`config.mk`:
```
export PLATFORM = sky130hd
export DESIGN_NAME = idle_seq
export DESIGN_NICKNAME = d
export VERILOG_FILES = /design/src/rtl/idle_seq_pkg.sv /design/src/rtl/idle_field_merge.sv /design/src/rtl/idle_shadow_bank.sv /design/src/rtl/idle_cfg_port.sv /design/src/rtl/idle_seq.sv
export SDC_FILE = /design/constraint.sdc
export NUM_CORES = 1
export LEC_CHECK = 0
export BUFFER_PORTS_ARGS = -buffer_cell sky130_fd_sc_hd__buf_4
export CAP_MARGIN = 20
export CORE_ASPECT_RATIO = 2
export CORE_MARGIN = 2
export CORE_UTILIZATION = 47
export CTS_CLUSTER_DIAMETER = 100
export CTS_CLUSTER_SIZE = 30
export DETAILED_ROUTE_END_ITERATION = 8
export PLACE_DENSITY = 0.65
export SETUP_SLACK_MARGIN = 0.15
export SLEW_MARGIN = 20
export SYNTH_ARGS = -nofsm -noshare
export SYNTH_HDL_FRONTEND = slang
export SYNTH_SLANG_ARGS = --single-unit
```
`constraint.sdc`:
```
create_clock -name clk_i -period 6.8 [get_ports clk_i]
set_clock_uncertainty 0.15 [all_clocks]
set_input_delay 0.34 -clock clk_i [delete_from_list [all_inputs] [get_ports clk_i]]
set_output_delay 0.34 -clock clk_i [all_outputs]
set_load 0.05 [all_outputs]
```
`src/rtl/idle_seq_pkg.sv`:
```
package idle_seq_pkg;

  typedef logic [15:0] cfg_word_t;

  localparam int unsigned REGS_PER_LANE = 3;
  localparam logic [7:0]  LANE_STRIDE   = 8'h02;

  localparam logic [4:0] TAP_IDLE = 5'b11111;
  localparam logic [4:0] TAP_NORM = 5'b01010;
  localparam logic [2:0] PRE_IDLE = 3'b100;
  localparam logic [2:0] PRE_NORM = 3'b111;

  // lane A address of each register slot; lane B adds LANE_STRIDE
  function automatic logic [7:0] reg_base(input logic [1:0] idx);
    case (idx)
      2'd0:    return 8'h4C;
      2'd1:    return 8'h54;
      default: return 8'h5C;
    endcase
  endfunction

  function automatic cfg_word_t drv_mask(input logic [1:0] idx);
    case (idx)
      2'd0:    return 16'hCF80;
      2'd1:    return 16'h0001;
      default: return 16'h0000;
    endcase
  endfunction

  function automatic cfg_word_t drv_value(input logic [1:0] idx, input logic idle);
    logic [2:0] pre;
    logic [4:0] tap;
    pre = idle ? PRE_IDLE : PRE_NORM;
    tap = idle ? TAP_IDLE : TAP_NORM;
    case (idx)
      2'd0:    return {pre[1:0], 2'b00, tap, 7'b0};
      2'd1:    return {15'b0, pre[2]};
      default: return 16'h0000;
    endcase
  endfunction

endpackage

```
`src/rtl/idle_field_merge.sv`:
```
module idle_field_merge
  import idle_seq_pkg::*;
#(
  parameter cfg_word_t EMPH_MASK0 = 16'h007F,
  parameter cfg_word_t EMPH_MASK1 = 16'h00FE,
  parameter cfg_word_t EMPH_MASK2 = 16'h00FF,
  parameter cfg_word_t EMPH_DEF0  = 16'h0015,
  parameter cfg_word_t EMPH_DEF1  = 16'h0024,
  parameter cfg_word_t EMPH_DEF2  = 16'h0033
) (
  input  logic [1:0] reg_idx_i,
  input  logic       to_idle_i,
  input  cfg_word_t  rd_word_i,
  input  cfg_word_t  shadow_word_i,
  output cfg_word_t  wr_word_o
);

  cfg_word_t emph_mask, emph_def, keep_mask, emph_part;

  always_comb begin
    case (reg_idx_i)
      2'd0:    begin emph_mask = EMPH_MASK0; emph_def = EMPH_DEF0; end
      2'd1:    begin emph_mask = EMPH_MASK1; emph_def = EMPH_DEF1; end
      default: begin emph_mask = EMPH_MASK2; emph_def = EMPH_DEF2; end
    endcase
    keep_mask = ~(drv_mask(reg_idx_i) | emph_mask);
    emph_part = to_idle_i ? (emph_def & emph_mask) : (shadow_word_i & emph_mask);
    wr_word_o = (rd_word_i & keep_mask) | drv_value(reg_idx_i, to_idle_i) | emph_part;
  end

endmodule

```
`src/rtl/idle_shadow_bank.sv`:
```
module idle_shadow_bank
  import idle_seq_pkg::*;
#(
  parameter int unsigned NUM_SLOTS = 6,
  localparam int unsigned SLOT_W   = (NUM_SLOTS > 1) ? $clog2(NUM_SLOTS) : 1
) (
  input  logic              clk_i,
  input  logic              rst_ni,
  input  logic              cap_i,
  input  logic [SLOT_W-1:0] slot_i,
  input  cfg_word_t         word_i,
  output cfg_word_t         word_o
);

  cfg_word_t shadow_q [NUM_SLOTS];

  for (genvar g = 0; g < NUM_SLOTS; g++) begin : g_slot
    always_ff @(posedge clk_i or negedge rst_ni) begin
      if (!rst_ni)                                shadow_q[g] <= '0;
      else if (cap_i && (slot_i == SLOT_W'(g)))   shadow_q[g] <= word_i;
    end
  end

  always_comb begin
    word_o = '0;
    for (int i = 0; i < NUM_SLOTS; i++)
      if (slot_i == SLOT_W'(i)) word_o = shadow_q[i];
  end

endmodule

```
`src/rtl/idle_cfg_port.sv`:
```
module idle_cfg_port
  import idle_seq_pkg::*;
(
  input  logic       clk_i,
  input  logic       rst_ni,
  input  logic       start_i,
  input  logic [7:0] addr_i,
  input  cfg_word_t  wr_word_i,
  output cfg_word_t  rd_word_o,
  output logic       rd_ack_o,
  output logic       done_o,
  output logic       busy_o,
  output logic [7:0] cfg_addr_o,
  output cfg_word_t  cfg_wdata_o,
  output logic       cfg_en_o,
  output logic       cfg_we_o,
  input  cfg_word_t  cfg_rdata_i,
  input  logic       cfg_rdy_i
);

  typedef enum logic [2:0] {P_IDLE, P_RD_REQ, P_RD_WAIT, P_WR_REQ, P_WR_WAIT} port_st_e;
  port_st_e st_q;
  cfg_word_t rd_q;

  assign cfg_en_o    = (st_q == P_RD_REQ) || (st_q == P_WR_REQ);
  assign cfg_we_o    = (st_q == P_WR_REQ);
  assign cfg_addr_o  = addr_i;
  assign cfg_wdata_o = wr_word_i;
  assign rd_ack_o    = (st_q == P_RD_WAIT) && cfg_rdy_i;
  assign done_o      = (st_q == P_WR_WAIT) && cfg_rdy_i;
  assign busy_o      = (st_q != P_IDLE);
  assign rd_word_o   = rd_q;

  always_ff @(posedge clk_i or negedge rst_ni) begin
    if (!rst_ni) begin
      st_q <= P_IDLE;
      rd_q <= '0;
    end else begin
      case (st_q)
        P_IDLE:    if (start_i) st_q <= P_RD_REQ;
        P_RD_REQ:  st_q <= P_RD_WAIT;
        P_RD_WAIT: if (cfg_rdy_i) begin
                     rd_q <= cfg_rdata_i;
                     st_q <= P_WR_REQ;
                   end
        P_WR_REQ:  st_q <= P_WR_WAIT;
        P_WR_WAIT: if (cfg_rdy_i) st_q <= start_i ? P_RD_REQ : P_IDLE;
        default:   st_q <= P_IDLE;
      endcase
    end
  end

  AST_EN_SINGLE_CYCLE: assert property (@(posedge clk_i) disable iff (!rst_ni)
    cfg_en_o |=> !cfg_en_o);

  AST_WRITE_AFTER_READ: assert property (@(posedge clk_i) disable iff (!rst_ni)
    (cfg_en_o && cfg_we_o) |-> $past(rd_ack_o));

endmodule

```
`src/rtl/idle_seq.sv`:
```
module idle_seq
  import idle_seq_pkg::*;
#(
  parameter int unsigned LANE_SEL   = 2,  // 0: lane A, 1: lane B, 2: both
  parameter cfg_word_t   EMPH_MASK0 = 16'h007F,
  parameter cfg_word_t   EMPH_MASK1 = 16'h00FE,
  parameter cfg_word_t   EMPH_MASK2 = 16'h00FF,
  parameter cfg_word_t   EMPH_DEF0  = 16'h0015,
  parameter cfg_word_t   EMPH_DEF1  = 16'h0024,
  parameter cfg_word_t   EMPH_DEF2  = 16'h0033
) (
  input  logic        clk_i,
  input  logic        rst_ni,
  input  logic        idle_req_i,
  output logic        idle_ready_o,
  input  logic        user_idle_en_i,
  output logic        xcvr_idle_en_o,
  output logic [7:0]  cfg_addr_o,
  output logic [15:0] cfg_wdata_o,
  output logic        cfg_en_o,
  output logic        cfg_we_o,
  input  logic [15:0] cfg_rdata_i,
  input  logic        cfg_rdy_i
);

  localparam int unsigned NUM_LANES  = (LANE_SEL == 2) ? 2 : 1;
  localparam bit          FIRST_B    = (LANE_SEL == 1);
  localparam int unsigned NUM_SLOTS  = NUM_LANES * REGS_PER_LANE;
  localparam int unsigned SLOT_W     = $clog2(NUM_SLOTS);
  localparam logic        LAST_LANE  = 1'(NUM_LANES - 1);

  typedef enum logic {ST_STABLE, ST_BUSY} seq_st_e;

  seq_st_e           st_q;
  logic              mode_q, target_q;
  logic [1:0]        reg_q;
  logic              lane_q;
  logic              lane_phys, last_slot, seq_start;
  logic [SLOT_W-1:0] slot_idx;
  logic [7:0]        addr;
  cfg_word_t         rd_word, shadow_word, wr_word;
  logic              rd_ack, done, eng_busy;

  assign xcvr_idle_en_o = user_idle_en_i;
  assign idle_ready_o   = (st_q == ST_STABLE);

  assign lane_phys = FIRST_B ? 1'b1 : lane_q;
  assign addr      = reg_base(reg_q) + (lane_phys ? LANE_STRIDE : 8'h00);
  assign slot_idx  = lane_q ? (SLOT_W'(REGS_PER_LANE) + SLOT_W'(reg_q)) : SLOT_W'(reg_q);
  assign last_slot = (reg_q == 2'd2) && (lane_q == LAST_LANE);

  assign seq_start = ((st_q == ST_STABLE) && (idle_req_i != mode_q))
                   || (done && (!last_slot || (idle_req_i != target_q)));

  always_ff @(posedge clk_i or negedge rst_ni) begin
    if (!rst_ni) begin
      st_q     <= ST_STABLE;
      mode_q   <= 1'b0;
      target_q <= 1'b0;
      reg_q    <= '0;
      lane_q   <= 1'b0;
    end else begin
      case (st_q)
        ST_STABLE: if (idle_req_i != mode_q) begin
          target_q <= idle_req_i;
          reg_q    <= '0;
          lane_q   <= 1'b0;
          st_q     <= ST_BUSY;
        end
        ST_BUSY: if (done) begin
          if (!last_slot) begin
            if (reg_q == 2'd2) begin
              reg_q  <= '0;
              lane_q <= 1'b1;
            end else begin
              reg_q <= reg_q + 2'd1;
            end
          end else begin
            mode_q <= target_q;
            reg_q  <= '0;
            lane_q <= 1'b0;
            // a request that moved during the sequence starts the reverse one at once
            if (idle_req_i != target_q) target_q <= idle_req_i;
            else                        st_q     <= ST_STABLE;
          end
        end
        default: st_q <= ST_STABLE;
      endcase
    end
  end

  idle_cfg_port u_port (
    .clk_i       (clk_i),
    .rst_ni      (rst_ni),
    .start_i     (seq_start),
    .addr_i      (addr),
    .wr_word_i   (wr_word),
    .rd_word_o   (rd_word),
    .rd_ack_o    (rd_ack),
    .done_o      (done),
    .busy_o      (eng_busy),
    .cfg_addr_o  (cfg_addr_o),
    .cfg_wdata_o (cfg_wdata_o),
    .cfg_en_o    (cfg_en_o),
    .cfg_we_o    (cfg_we_o),
    .cfg_rdata_i (cfg_rdata_i),
    .cfg_rdy_i   (cfg_rdy_i)
  );

  idle_shadow_bank #(.NUM_SLOTS(NUM_SLOTS)) u_shadow (
    .clk_i  (clk_i),
    .rst_ni (rst_ni),
    .cap_i  (rd_ack && target_q),
    .slot_i (slot_idx),
    .word_i (cfg_rdata_i),
    .word_o (shadow_word)
  );

  idle_field_merge #(
    .EMPH_MASK0 (EMPH_MASK0), .EMPH_MASK1 (EMPH_MASK1), .EMPH_MASK2 (EMPH_MASK2),
    .EMPH_DEF0  (EMPH_DEF0),  .EMPH_DEF1  (EMPH_DEF1),  .EMPH_DEF2  (EMPH_DEF2)
  ) u_merge (
    .reg_idx_i     (reg_q),
    .to_idle_i     (target_q),
    .rd_word_i     (rd_word),
    .shadow_word_i (shadow_word),
    .wr_word_o     (wr_word)
  );

  AST_QUIET_WHEN_READY: assert property (@(posedge clk_i) disable iff (!rst_ni)
    idle_ready_o |-> (!cfg_en_o && !eng_busy));

  AST_READY_DROPS: assert property (@(posedge clk_i) disable iff (!rst_ni)
    (idle_ready_o && (idle_req_i != mode_q)) |=> !idle_ready_o);

  AST_MODE_AT_END: assert property (@(posedge clk_i) disable iff (!rst_ni)
    !$stable(mode_q) |-> $past(done && !idle_ready_o));

  AST_READY_MATCHES_REQ: assert property (@(posedge clk_i) disable iff (!rst_ni)
    $rose(idle_ready_o) |-> (mode_q == $past(idle_req_i)));

endmodule

```
After elaboration in Yosys (flattened, before gate mapping)

Cells that the tools add are included.

Register bits: 121
Latch bits: 0
Memory bits (writable): 0
Memory bits (read-only): 0
Input port bits: 21
Output and inout bits: 28
Logic and storage cells: 111
Memories: 0

$add $sub $neg: 3
$mul: 0
Div/mod/pow operators: 0
Order comparisons: 0
Equality and inequality tests: 21
Shift-type cells: 0
Mux-type cells: 41
Bitwise operators: 8
Reductions and logical operators: 25

Operator list:

| cell                 | count |
|---|---|
| $mux W16             | 7 |
| $pmux W16 S2         | 2 |
| $or A16 B16 Y16      | 2 |
| $and A16 B16 Y16     | 1 |
| $and A16 B8 Y16      | 1 |
| $not A16 Y16         | 1 |
| $or A16 B8 Y16       | 1 |
| $pmux W8 S2          | 1 |
| $pmux W3 S5          | 1 |
| $mux W1              | 13 |
| $eq A3 B2 Y1 const B | 4 |
| $logic_and A1 B1 Y1  | 12 |
| $mux W2              | 6 |
| $mux W3              | 4 |
| $pmux W6 S2          | 1 |
| $ne A2 B1 Y1 const B | 5 |
| $pmux W5 S2          | 1 |
| $eq A3 B3 Y1 const B | 3 |
| $reduce_and A3 Y1    | 3 |
| $add A8 B2 Y8        | 1 |
| $and A6 B8 Y8        | 1 |
| $eq A3 B1 Y1 const B | 2 |
| $logic_not A3 Y1     | 2 |
| $pmux W1 S2          | 3 |
| 15 further kinds     | 20 |

Longest topological paths before layout

Gate-level depths: netlist of the first run.

Depth in word-level cells: 12
Mapped depth: 10
Gate-level depth less buffers: 7

Modules after synthesis

From an unflattened synthesis of the first run, not the netlist that was laid out.

Cell total of the unflattened synthesis: 471
Area, all modules: 6139.6 µm²

By module, submodules not included:

| module           | times used | cells an instance | area an instance (µm²) | seq. area each (µm²) |
|---|---|---|---|---|
| idle_shadow_bank | 1          | 319               | 4506.8                 | 2402.3 |
| idle_cfg_port    | 1          | 76                | 997.2                  | 475.5 |
| idle_seq         | 1          | 48                | 451.7                  | 150.1 |
| idle_field_merge | 1          | 28                | 183.9                  | 0.0 |

Worst setup path before layout of the first run

OpenSTA, ideal clock, no wires.

Kind: register to output
Start point: reg reg_q[0]
End point: out cfg_wdata_o[5]
Arrival time: 2.678 ns
Required time: 6.310 ns
Slack: 3.632 ns
Stages on the path, launching flop included: 10
Path buffers: 2
Path through: dfrtp_1 -> buf_4 -> inv_1 -> ha_1 -> buf_2 -> nand2b_1 -> o31ai_2 -> a21oi_1 -> a22o_1 -> a21boi_1

Word-level cells in the longest chain between the ends: 12
Elaborated cells on any way between the ends: 21

Ends and longest elaborated chain:

| item                     | RTL line               | RTL |
|---|---|---|
| start: declaration       | idle_seq.sv:36         | `logic [1:0] reg_q;` |
| start signal: assignment | idle_seq.sv:76         | `reg_q <= reg_q + 2'd1;` |
| $add A2 B2 Y3            | idle_seq.sv:49         | `assign slot_idx = lane_q ? (SLOT_W'(REGS_PER_LANE) + SLOT_W'(reg_q)) : SLOT_W'(reg_q);` |
| $mux W3                  | idle_seq.sv:49         |  |
| $logic_not A3 Y1         | idle_shadow_bank.sv:27 | `if (slot_i == SLOT_W'(i)) word_o = shadow_q[i];` |
| $mux W16 (6 in a row)    | idle_shadow_bank.sv:27 |  |
| $and A16 B8 Y16          | idle_field_merge.sv:27 | `emph_part = to_idle_i ? (emph_def & emph_mask) : (shadow_word_i & emph_mask);` |
| $mux W16 *               | idle_field_merge.sv:27 |  |
| $or A16 B16 Y16 *        | idle_field_merge.sv:28 | `wr_word_o = (rd_word_i & keep_mask) \| drv_value(reg_idx_i, to_idle_i) \| emph_part;` |
| end: declaration         | idle_seq.sv:19         | `output logic [15:0] cfg_wdata_o,` |

Every way passes the cells marked *; elsewhere a longest branch is shown, timed or not.

Worst setup path in the final report of the first run

Start point: reg reg_q[0]
End point: out cfg_wdata_o[4]

Same word-level chain as after synthesis.

==> impl_summary.log, run 1 <==
INFO  metric netlist_instances = 332
INFO  metric placed_cell_area = 3850 sq um
INFO  metric place_hpwl = 6.21 mm
INFO  metric maxCapViolCount = 0
INFO  metric grt_pass1_vias = 2720
INFO  metric clock_tree.buffer_depth = 2
INFO  metric ant_nets = 0
INFO  metric synth_warnings = 0
INFO  metric ctsResizeCount = 0
INFO  metric flow.area_growth_from_synthesis = 17.2%
INFO  metric placed_cells = 445
INFO  metric synth.yosys.seq_area_share = 45.6%
INFO  metric clock_insertion_delay_worst_skew = 0.33 ns
INFO  metric cts-buffers-inserted = 9
INFO  metric gr-usage-all-layers = 23.2%
INFO  metric synth_async_sr_flop_share = 100%
INFO  metric synth_cell_types = 59
INFO  metric synth_top_flop_cell = sky130_fd_sc_hd__dfrtp_1
INFO  metric chipWidth = 65.6 um
INFO  metric period_minus_slack = 4.12 ns
INFO  metric number_of_clock_sinks_seen_by_cts = 65
INFO  metric gp_congestion = 0.970
INFO  metric timing.critical_path.from_type = flip-flop
INFO  metric worstSetupPathType = flip-flop to output pin
INFO  metric placeableCoreArea = 7490 sq um
INFO  metric diodes = 0
INFO  metric routedWlPerCell = 19.0 um
INFO  metric status = complete, no violations
INFO  metric post-cts-setup-buffer-count = 0
INFO  metric post_layout_nonfiller_instances = 462
INFO  metric ys_seq_elements = 65
INFO  metric timing.final.setup_violations = 0
INFO  metric hp-class = input port to flip-flop
INFO  metric start_util = 47.7%
INFO  metric finalMaxSlewViolations = 0
INFO  metric clock_tree.htree_level_count = 3
INFO  metric tritoncts_clock_tree = built
INFO  metric period_share = 60.7%
INFO  metric post_synth.cell_area_avg = 10.8 sq um
INFO  metric drt-initial-drc-count = 171
INFO  metric timing.critical_path.required = 6.31 ns
INFO  metric timing.critical_path.fanout_max = 30
INFO  metric clock-root-buffer = sky130_fd_sc_hd__clkbuf_16
INFO  metric grt_setup_unrepaired = no
INFO  metric cp-end-kind = output pin
INFO  metric num-nets-final = 389
INFO  metric setup_total_negative_slack = 0 ns
INFO  metric placement_rows = 45
INFO  metric overflow = 0
INFO  metric grt_first_pass_wirelength = 14.4 mm
INFO  metric synth_edf_count = 0
INFO  metric worstMarginPinSlew = 0.805 ns
INFO  metric average_via_count_per_standard_cell = 5.81
INFO  metric via_count = 2685
INFO  metric cp.arrival = 3.63 ns
INFO  metric drc_errors = 0
INFO  metric fp.dieH = 127 um
INFO  metric ioPinCount = 49
INFO  metric antenna_found_initial = 0
INFO  metric vdd_drop_max = 450 uV
INFO  metric route.final.wire_length = 8.78 mm
INFO  metric timing.max_slew.rel_slack = 46.3%
INFO  metric power.leakage = 1.95 nW
INFO  metric syn-cell-area = 3570 sq um
INFO  metric timing.final.hold_violations = 0
INFO  metric drt_pass1_iterations = 4
INFO  metric layout.cell_area.non_filler = 4190 sq um
INFO  metric clkSlewWorstSetupHoldPaths = 0.05 ns
INFO  metric power_density = 539 nW/um^2
INFO  metric final_layout_size_suffix_gt1_share = 34.0%
INFO  metric floorplan.die_area = 8350 sq um
INFO  metric placement.io_buffers = 41
INFO  metric grt_max_degree = 66
INFO  metric cts-hold-fix-buffers = 1
INFO  metric clock.fmax = 242 MHz
==> power by group <==
group	total (mW)	switching, mW	internal, mW	leakage, nW
clock	0.497	0.158	0.339	0.162
sequential	0.634	0.110	0.524	0.844
combinational	1.12	0.711	0.413	0.947
==> cell type report <==
type	instances	area (sq um)
Clock buffer	11	253
Clock inverter	5	77.6
Fill cell	678	3300
Inverter	15	56.3
Multi-Input combinational cell	229	1730
Sequential cell	65	1630
Tap cell	94	118
Timing Repair Buffer	43	325
==> Yosys cell counts (all sizes together), types with 3 or more instances <==
| cell | count | area, sq um |
|---|---|---|
| a21oi | 10 | 50.1 |
| a22o | 6 | 52.6 |
| a31oi | 3 | 18.8 |
| buf | 20 | 146 |
| clkbuf | 6 | 22.5 |
| dfrtp | 65 | 1630 |
| ha | 5 | 62.6 |
| inv | 15 | 56.3 |
| mux2 | 52 | 586 |
| mux2i | 7 | 70.1 |
| nand2 | 33 | 136 |
| nand2b | 6 | 37.5 |
| nand3 | 3 | 15.0 |
| nand3b | 3 | 22.5 |
| nor2 | 8 | 30.0 |
| nor3 | 6 | 30.0 |
| o21a | 4 | 30.0 |
| o21ai | 25 | 125 |
| o22ai | 3 | 18.8 |
| or2 | 6 | 37.5 |
==> worst max-delay path, stage by stage, from the launching register on <==
cell and delay, ns:
sky130_fd_sc_hd__dfrtp_1 0.35, sky130_fd_sc_hd__buf_4 0.23, sky130_fd_sc_hd__inv_1 0.31, sky130_fd_sc_hd__ha_1 0.72, sky130_fd_sc_hd__and4b_1 0.35, sky130_fd_sc_hd__or2_0 0.43, sky130_fd_sc_hd__a221oi_2 0.14, sky130_fd_sc_hd__o311a_1 0.37
sky130_fd_sc_hd__o21ai_1 0.16, sky130_fd_sc_hd__buf_4 0.22
==> routing by layer <==
| layer | GRT usage [%] | wire, um | vias to the layer above |
|---|---|---|---|
| li1 | - | - | 1253 |
| met2 | 35.9 | 4370 | 78 |
| met5 | 0 | 0 | - |
| met3 | 4.93 | 380 | 26 |
| met1 | 30.4 | 3700 | 1328 |
| met4 | 11.8 | 324 | 0 |
==> flip-flops by register name, summed over array words and instances, names as in the netlist <==
name,count
u_port.rd_word_o,8
lane_phys,1
mode_q,1
st_q,1
target_q,1
u_shadow.shadow_q,48
reg_q,2
u_port.st_q,3
==> placed cells by master, fill, tap and decap left out, types with 3 or more instances in the layout <==
master and instances:
sky130_fd_sc_hd__mux2_2 52, sky130_fd_sc_hd__nand3b_1 3, sky130_fd_sc_hd__nand3_1 3, sky130_fd_sc_hd__o22ai_1 3, sky130_fd_sc_hd__o21a_1 4, sky130_fd_sc_hd__nand2_2 5
sky130_fd_sc_hd__nor3_1 6, sky130_fd_sc_hd__a22o_1 6, sky130_fd_sc_hd__ha_1 5, sky130_fd_sc_hd__conb_1 5, sky130_fd_sc_hd__mux2i_1 7, sky130_fd_sc_hd__buf_4 42
sky130_fd_sc_hd__a21oi_1 10, sky130_fd_sc_hd__clkbuf_16 9, sky130_fd_sc_hd__nand2_1 28, sky130_fd_sc_hd__or2_2 5, sky130_fd_sc_hd__dfrtp_1 65, sky130_fd_sc_hd__o21ai_0 23
sky130_fd_sc_hd__a31oi_1 3, sky130_fd_sc_hd__nand2b_1 6, sky130_fd_sc_hd__inv_1 15, sky130_fd_sc_hd__nor2_1 8
==> cell families after synthesis <==
group / Yosys count / share of synthesized area, %
DFF: 65 / 45.6
adders and majority gates: 5 / 1.75
muxes: 59 / 18.4
buffers and inverters: 41 / 6.31
other: 2 / 0.210
xor gates and xnor gates: 4 / 0.981
AOI/OAI and AO/OA: 75 / 14.2
and+or+nand+nor: 81 / 12.6
==> per-stage QoR <==
step | total power, mW | setup WS [ns] | util, % | hold WS [ns]
3_5_place_dp | 1.75 | 3.07 | 51.4 | 0.336
5_1_grt | 2.39 | 2.44 | 55.9 | 0.0777
3_3_place_gp | 1.75 | 3.11 | 51.4 | 0.320
4_1_cts | 2.26 | 2.67 | 55.9 | 0.0562
2_1_floorplan | 1.46 | 3.63 | - | -0.106
6_report | 2.26 | 2.68 | 55.9 | 0.0611
==> final timing paths <==
check                                        endpoint  slack [ns]  depth (start not counted)           startpoint
worst max-delay path                   cfg_wdata_o[4]        2.68                          9             reg_q[0]
worst min-delay path             u_port.rd_word_o[14]        0.06                          3      cfg_rdata_i[14]
worst max register to register  u_shadow.shadow_q[68]        3.47                          7             reg_q[0]
worst min register to register    u_port.rd_word_o[8]        0.35                          1  u_port.rd_word_o[8]
max in group asynchronous       u_shadow.shadow_q[22]        5.48                          2               rst_ni
min in group asynchronous        u_port.rd_word_o[15]        0.51                          2               rst_ni
No activity file was read; power rests on OpenSTA's default activity.
==> inputs of run 2 (changes only) <==
Clock period 6.8 ns to 4.1 ns, I/O delays scaled along.
==> run 2 against run 1 <==
First-iteration DRC count shrank 29%. Wire length shrank 2.7%. Design area grew 2.1%. Final cell count grew 1.9%. Core utilization grew 1.2 points. Flip-flop and latch count is the same. Die area is the same. Sequential share of layout area shrank 0.80 points. Combinational power grew 66%. Via count shrank 0.56%. Critical path type unchanged. Highest routed layer unchanged.
==> impl_summary.log, run 2 (synthesis gave the netlist of run 1 again) <==
INFO  metric status = complete, no violations
INFO  metric timing.critical_path.required = 3.74 ns (-2.57 ns)
INFO  metric power.leakage = 1.99 nW (+1.9%)
INFO  metric hp-class = input port to flip-flop
INFO  metric floorplan.die_area = 8350 sq um (unchanged)
INFO  metric timing.final.setup_violations = 0 (unchanged)
INFO  metric placement.io_buffers = 41 (unchanged)
INFO  metric drt_pass1_iterations = 4 (unchanged)
INFO  metric post-place-ws = 0.803 ns (-2.26 ns)
INFO  metric setup_total_negative_slack = 0 ns (unchanged)
INFO  metric routedWlPerCell = 18.1 um (-4.6%)
INFO  metric cp.arrival = 3.33 ns (-0.30 ns)
INFO  metric diodes = 0 (unchanged)
INFO  metric fp.dieH = 127 um (unchanged)
INFO  metric drc_errors = 0 (unchanged)
INFO  metric cts-buffers-inserted = 9 (unchanged)
INFO  metric layout_common_cells = sky130_fd_sc_hd__dfrtp_1 (65), sky130_fd_sc_hd__mux2_2 (52), sky130_fd_sc_hd__buf_4 (43)
INFO  metric vdd_drop_max = 508 uV (+13%)
INFO  metric drt-initial-drc-count = 121 (-29%)
INFO  metric largest_register_ff_count = 48 (unchanged)
INFO  metric maxCapViolCount = 0 (unchanged)
INFO  metric filler_cell_count = 667 (-1.6%)
INFO  metric start_util = 47.7% (unchanged)
INFO  metric number_of_clock_sinks_seen_by_cts = 65 (unchanged)
INFO  metric hold-path-cell-count = 2 (-1)
INFO  metric largest_register = u_shadow.shadow_q
INFO  metric ioPinCount = 49 (unchanged)
INFO  metric layout.cells.most_common = sky130_fd_sc_hd__dfrtp_1
INFO  metric timing.final.hold_violations = 0 (unchanged)
INFO  metric clock.fmax = 271 MHz
INFO  metric power_density = 875 nW/um^2 (+62%)
INFO  metric finalMaxSlewViolations = 0 (unchanged)
INFO  metric power = 3.74 mW (+66%)
INFO  metric post-cts-setup-buffer-count = 0 (unchanged)
INFO  metric timing.critical_path.fanout_max = 13 (-57%)
INFO  metric clock_tree.buffer_depth = 2 (unchanged)
INFO  metric worstSetupPathType = flip-flop to output pin
INFO  metric period_minus_slack = 3.69 ns
INFO  metric grt_setup_unrepaired = no
INFO  metric grt_first_pass_wirelength = 13.6 mm (-5.3%)
INFO  metric place_hpwl = 6.01 mm (-3.1%)
INFO  metric gr-usage-all-layers = 22.2% (-1.0 points)
INFO  metric ctsResizeCount = 0 (unchanged)
INFO  metric final_layout_size_suffix_gt1_share = 33.4% (-0.55 points)
INFO  metric ant_nets = 0 (unchanged)
INFO  metric gp_congestion = 0.884 (-8.9%)
INFO  metric grt_max_degree = 66 (unchanged)
INFO  metric route.final.wire_length = 8.53 mm (-2.7%)
INFO  metric grt_pass1_vias = 2706 (-0.51%)
INFO  metric multiInputGateArea = 1730 sq um (unchanged)
INFO  metric period_share = 90.0%
INFO  metric cp-end-kind = output pin
INFO  metric placeableCoreArea = 7490 sq um (unchanged)
INFO  metric clock_insertion_delay_worst_skew = 0.33 ns (about the same)
INFO  metric chipWidth = 65.6 um (unchanged)
INFO  metric postLayoutSetupSlackWorst = 0.412 ns (-2.26 ns)
INFO  metric num-nets-final = 398 (+2.3%)
INFO  metric tritoncts_clock_tree = built
INFO  metric placed_cells = 446 (+0.22%)
INFO  metric worstMarginPinSlew = 0.822 ns (+0.0161 ns)
INFO  metric average_via_count_per_standard_cell = 5.67 (-2.5%)
INFO  metric flow.area_growth_from_synthesis = 19.7%
INFO  metric final-seq-area = 1630 sq um (unchanged)
INFO  metric timing.max_slew.rel_slack = 45.2% (-1.1 points)
INFO  metric placement_rows = 45 (unchanged)
INFO  metric overflow = 0 (unchanged)
INFO  metric worst_r2r_path_depth = 6 (-1)
INFO  metric placed_cell_area = 3850 sq um (+0.20%)
INFO  metric clkSlewWorstSetupHoldPaths = 0.05 ns (about the same)
INFO  metric layout.cell_area.non_filler = 4270 sq um (+2.1%)
INFO  metric clock-root-buffer = sky130_fd_sc_hd__clkbuf_16
INFO  metric post_layout_nonfiller_instances = 471 (+1.9%)
INFO  metric clock_tree.htree_level_count = 3 (unchanged)
INFO  metric timing.critical_path.from_type = flip-flop
INFO  metric antenna_found_initial = 0 (unchanged)
INFO  metric via_count = 2670 (-0.56%)
==> run 2: cell count changes in the layout (fill, tap and decap cells not counted), sizes merged <==
cell and delta:
dlygate4sd3 +8, buf +1
==> run 2: worst paths after layout <==
path                                      from  slack, ns               endpoint
setup / recovery                      reg_q[1]       0.41         cfg_wdata_o[4]
hold / removal                  cfg_rdata_i[6]      0.003  u_shadow.shadow_q[38]
setup reg to reg                      reg_q[1]       1.06  u_shadow.shadow_q[69]
hold reg to reg            u_port.rd_word_o[8]       0.34    u_port.rd_word_o[8]
max in group asynchronous               rst_ni       2.90  u_shadow.shadow_q[87]
min in group asynchronous               rst_ni       0.35   u_port.rd_word_o[13]
==> run 2: area by class of cell <==
type                       count  area share [%]
tap                           94            2.75
inverter                      15            1.32
clock inverter                 5            1.81
multi-input combinational    229            40.5
sequential                    65            38.1
clock buffer                  11            5.91
timing repair buffer          52            9.66
==> run 2: what timing repair did <==
action / CTS / global route
hold endpoints to repair: 73 / 0
hold buffers: 9 / 0
setup endpoints to repair: 0 / 0
==> run 2: through the flow <==
| step | utilization (%) | hold WS (ns) |
|---|---|---|
| finish | 57.1 | 0.00345 |
| global route | 57.1 | 0.00714 |
| CTS | 57.1 | 0.00116 |
| detailed placement | 51.5 | 0.203 |
| global placement | 51.5 | 0.190 |
| floorplan | - | -0.241 |
==> run 2: worst max-delay path, stage by stage, from the launching register on <==
cell and delay [ns]:
sky130_fd_sc_hd__dfrtp_1 0.60, sky130_fd_sc_hd__inv_1 0.19, sky130_fd_sc_hd__ha_1 0.51, sky130_fd_sc_hd__and4b_1 0.28
sky130_fd_sc_hd__or2_0 0.50, sky130_fd_sc_hd__a221oi_2 0.15, sky130_fd_sc_hd__o311a_1 0.40, sky130_fd_sc_hd__o21ai_1 0.15
sky130_fd_sc_hd__buf_4 0.22
==> run 2: power breakdown <==
group | total, mW | internal [mW] | switching, mW
clock network | 0.828 | 0.562 | 0.266
logic | 1.86 | 0.695 | 1.17
registers | 1.05 | 0.870 | 0.176
total | 3.74 | 2.13 | 1.61
==> run 2: per-layer routing <==
metal  wire, um  vias up  global-route usage [%]  share of wire (%)
met4        301        0                    14.2                3.5
met2       4390       76                    35.9                 51
li1           -     1260                       -                  -
met3        321       21                    2.46                3.8
met1       3520     1313                    27.7                 41
met5          0        -                       0                  0
==> inputs of run 3 (changes only) <==
Settings changed: PLACE_DENSITY 0.65 to 0.63, SYNTH_HIERARCHICAL from default to 1.
==> run 3 against run 2 <==
Sequential power is 22% lower. Largest cell class unchanged. Sequential share of layout area is 0.19 points higher. Clock power is 10% lower. Wire length is 13% lower. Combinational power is 37% lower.
==> impl_summary.log, run 3 <==
INFO  metric ioPinCount = 49 (unchanged)
INFO  metric route.final.wire_length = 7.40 mm (-13%)
INFO  metric cp_num_buf_inv = 3 (+1)
INFO  metric maxCapViolCount = 0 (unchanged)
INFO  metric ant_nets = 0 (unchanged)
INFO  metric timing.final.setup_violations = 0 (unchanged)
INFO  metric average_via_count_per_standard_cell = 5.31 (-6.2%)
INFO  metric cp_slowest_cell = sky130_fd_sc_hd__dfrtp_1
INFO  metric grt_setup_unrepaired = no
INFO  metric tritoncts_clock_tree = built
INFO  metric timing.max_slew.rel_slack = 43.9% (-1.3 points)
INFO  metric clkSlewWorstSetupHoldPaths = 0.05 ns (about the same)
INFO  metric period_share = 84.0% (-6.0 points)
INFO  metric clock-root-buffer = sky130_fd_sc_hd__clkbuf_16
INFO  metric setup_total_negative_slack = 0 ns (unchanged)
INFO  metric timing.critical_path.from_type = flip-flop
INFO  metric layout_common_cells = sky130_fd_sc_hd__dfrtp_1 (65), sky130_fd_sc_hd__mux2_2 (50), sky130_fd_sc_hd__buf_4 (44)
INFO  metric place_hpwl = 5.16 mm (-14%)
INFO  metric placement_rows = 45 (unchanged)
INFO  metric chipWidth = 66.8 um (+1.8%)
INFO  metric vdd_drop_max = 445 uV (-12%)
INFO  metric via_count = 2280 (-15%)
INFO  metric syn-cell-area = 3710 sq um (+4.0%)
INFO  metric routed-wl-met2 = 4.03 mm (-8.3%)
INFO  metric post-place-ws = 0.997 ns (+0.194 ns)
INFO  metric timing.critical_path.required = 3.74 ns (about the same)
INFO  metric worstSetupPathType = flip-flop to output pin
INFO  metric top_layer = met4
INFO  metric clock_insertion_delay_worst_skew = 0.33 ns (about the same)
INFO  metric drt_pass1_iterations = 4 (unchanged)
INFO  metric power_density = 641 nW/um^2 (-27%)
INFO  metric worstMarginPinSlew = 0.840 ns (+0.0187 ns)
INFO  metric drc_errors = 0 (unchanged)
INFO  metric grt_max_degree = 66 (unchanged)
INFO  metric overflow = 0 (unchanged)
INFO  metric postLayoutSetupSlackWorst = 0.657 ns (+0.245 ns)
INFO  metric status = complete, no violations
INFO  metric antenna_found_initial = 0 (unchanged)
INFO  metric number_of_clock_sinks_seen_by_cts = 65 (unchanged)
INFO  metric whs = 0.0113 ns (+0.00781 ns)
INFO  metric largest_register_ff_count = 48 (unchanged)
INFO  metric num-nets-final = 355 (-11%)
INFO  metric start_util = 48.8% (+1.2 points)
INFO  metric netlist_instances = 310 (-6.6%)
INFO  metric cts-buffers-inserted = 9 (unchanged)
INFO  metric final_layout_size_suffix_gt1_share = 40.3% (+6.9 points)
INFO  metric routedWlPerCell = 17.3 um (-4.8%)
INFO  metric placement.io_buffers = 41 (unchanged)
INFO  metric synth_warnings = 6 (+6)
INFO  metric fp.dieH = 130 um (+1.9%)
INFO  metric hp-class = input port to flip-flop
INFO  metric largest_register = u_shadow/shadow_q
INFO  metric period_minus_slack = 3.44 ns (-0.245 ns)
INFO  metric clock.fmax = 290 MHz (+7.1%)
INFO  metric cpLargestDelayFamily = buffers and inverters
INFO  metric drt-initial-drc-count = 81 (-33%)
INFO  metric cp.arrival = 3.09 ns (-0.24 ns)
INFO  metric post_synth.cell_area_avg = 12.0 sq um (+11%)
INFO  metric grt_first_pass_wirelength = 12.2 mm (-11%)
INFO  metric grt_pass1_vias = 2374 (-12%)
INFO  metric finalMaxSlewViolations = 0 (unchanged)
INFO  metric layout.core_utilization = 56.0% (-1.1 points)
INFO  metric diodes = 0 (unchanged)
INFO  metric path_cells = inv_1 > ha_1 > mux2i_2 > buf_4 > nand3b_1 > o21a_1 > o221ai_1 > nand2b_1 > o21ai_0 > buf_4
INFO  metric cp_slowest_stage_delay = 0.65 ns (+0.05 ns)
INFO  metric timing.final.hold_violations = 0 (unchanged)
INFO  metric clock_tree.buffer_depth = 2 (unchanged)
INFO  metric critPathMostFrequentCell = sky130_fd_sc_hd__buf_4
INFO  metric gp_congestion = 0.789 (-11%)
INFO  metric cp-end-kind = output pin
INFO  metric post-cts-setup-buffer-count = 0 (unchanged)
INFO  metric gr-usage-all-layers = 19.2% (-3.0 points)
INFO  metric placeableCoreArea = 7600 sq um (+1.5%)
INFO  metric floorplan.die_area = 8670 sq um (+3.8%)
INFO  metric layout.cells.most_common = sky130_fd_sc_hd__dfrtp_1
INFO  metric power.leakage = 2.05 nW (+2.8%)
INFO  metric timing.critical_path.fanout_max = 15 (+2)
INFO  metric flow.area_growth_from_synthesis = 14.6%
INFO  metric clock_tree.htree_level_count = 3 (unchanged)
INFO  metric met3_wirelength = 189 um (-41%)
INFO  metric wl_met1 = 3.05 mm (-13%)
[run 3: routing by layer]
metal / vias to the layer above / GRT usage (%)
li1: 1079 / -
met1: 1158 / 22.7
met2: 33 / 33.1
met3: 10 / 4.34
met4: 0 / 7.92
met5: - / 0
[run 3: repair_timing]
action / CTS / global route
hold buffers: 16 / 0
hold endpoints to repair: 95 / 0
resized for setup: 0 / 0
[run 3: area by class of cell]
class,count,area [sq um]
fillers,678,3350
multi-input cells,188,1710
flip-flops and latches,65,1630
repair buffers,60,490
clock buffers,13,250
well taps,94,118
clock inverters,3,40.0
inverters,6,22.5
[run 3: path summary, 6_finish.rpt]
check                                          from                    end  slack (ns)  cells past startpoint
worst max-delay path                       reg_q[0]         cfg_wdata_o[7]        0.66                     10
worst min-delay path                 cfg_rdata_i[0]  u_shadow/shadow_q[64]        0.01                      2
worst max register to register             reg_q[0]  u_shadow/shadow_q[52]        1.10                      6
worst min register to register  u_port/rd_word_o[8]    u_port/rd_word_o[8]        0.35                      1
max in group asynchronous                    rst_ni   u_shadow/shadow_q[0]        2.88                      2
min in group asynchronous                    rst_ni  u_shadow/shadow_q[87]        0.35                      2
[run 3: worst reg2reg max path: stages (launching register included)]
cell and delay (ns):
sky130_fd_sc_hd__dfrtp_1 0.65, sky130_fd_sc_hd__inv_1 0.16, sky130_fd_sc_hd__ha_1 0.33, sky130_fd_sc_hd__mux2i_2 0.39
sky130_fd_sc_hd__buf_4 0.32, sky130_fd_sc_hd__nor3b_4 0.49, sky130_fd_sc_hd__mux2_2 0.39
[run 3: through the flow]
step	cell area (sq um)	total power, mW	instances
floorplan	3720	1.88	313
detailed placement	3800	1.99	397
CTS	4250	2.75	429
global placement	3800	1.97	397
global route	4250	2.86	429
finish	4250	2.73	429
[run 3: power by group]
part           switching, mW  internal (mW)  leakage [nW]  total [mW]
sequential            0.0988          0.715         0.879       0.814
clock                  0.261          0.485         0.144       0.745
combinational          0.716          0.452          1.02        1.17
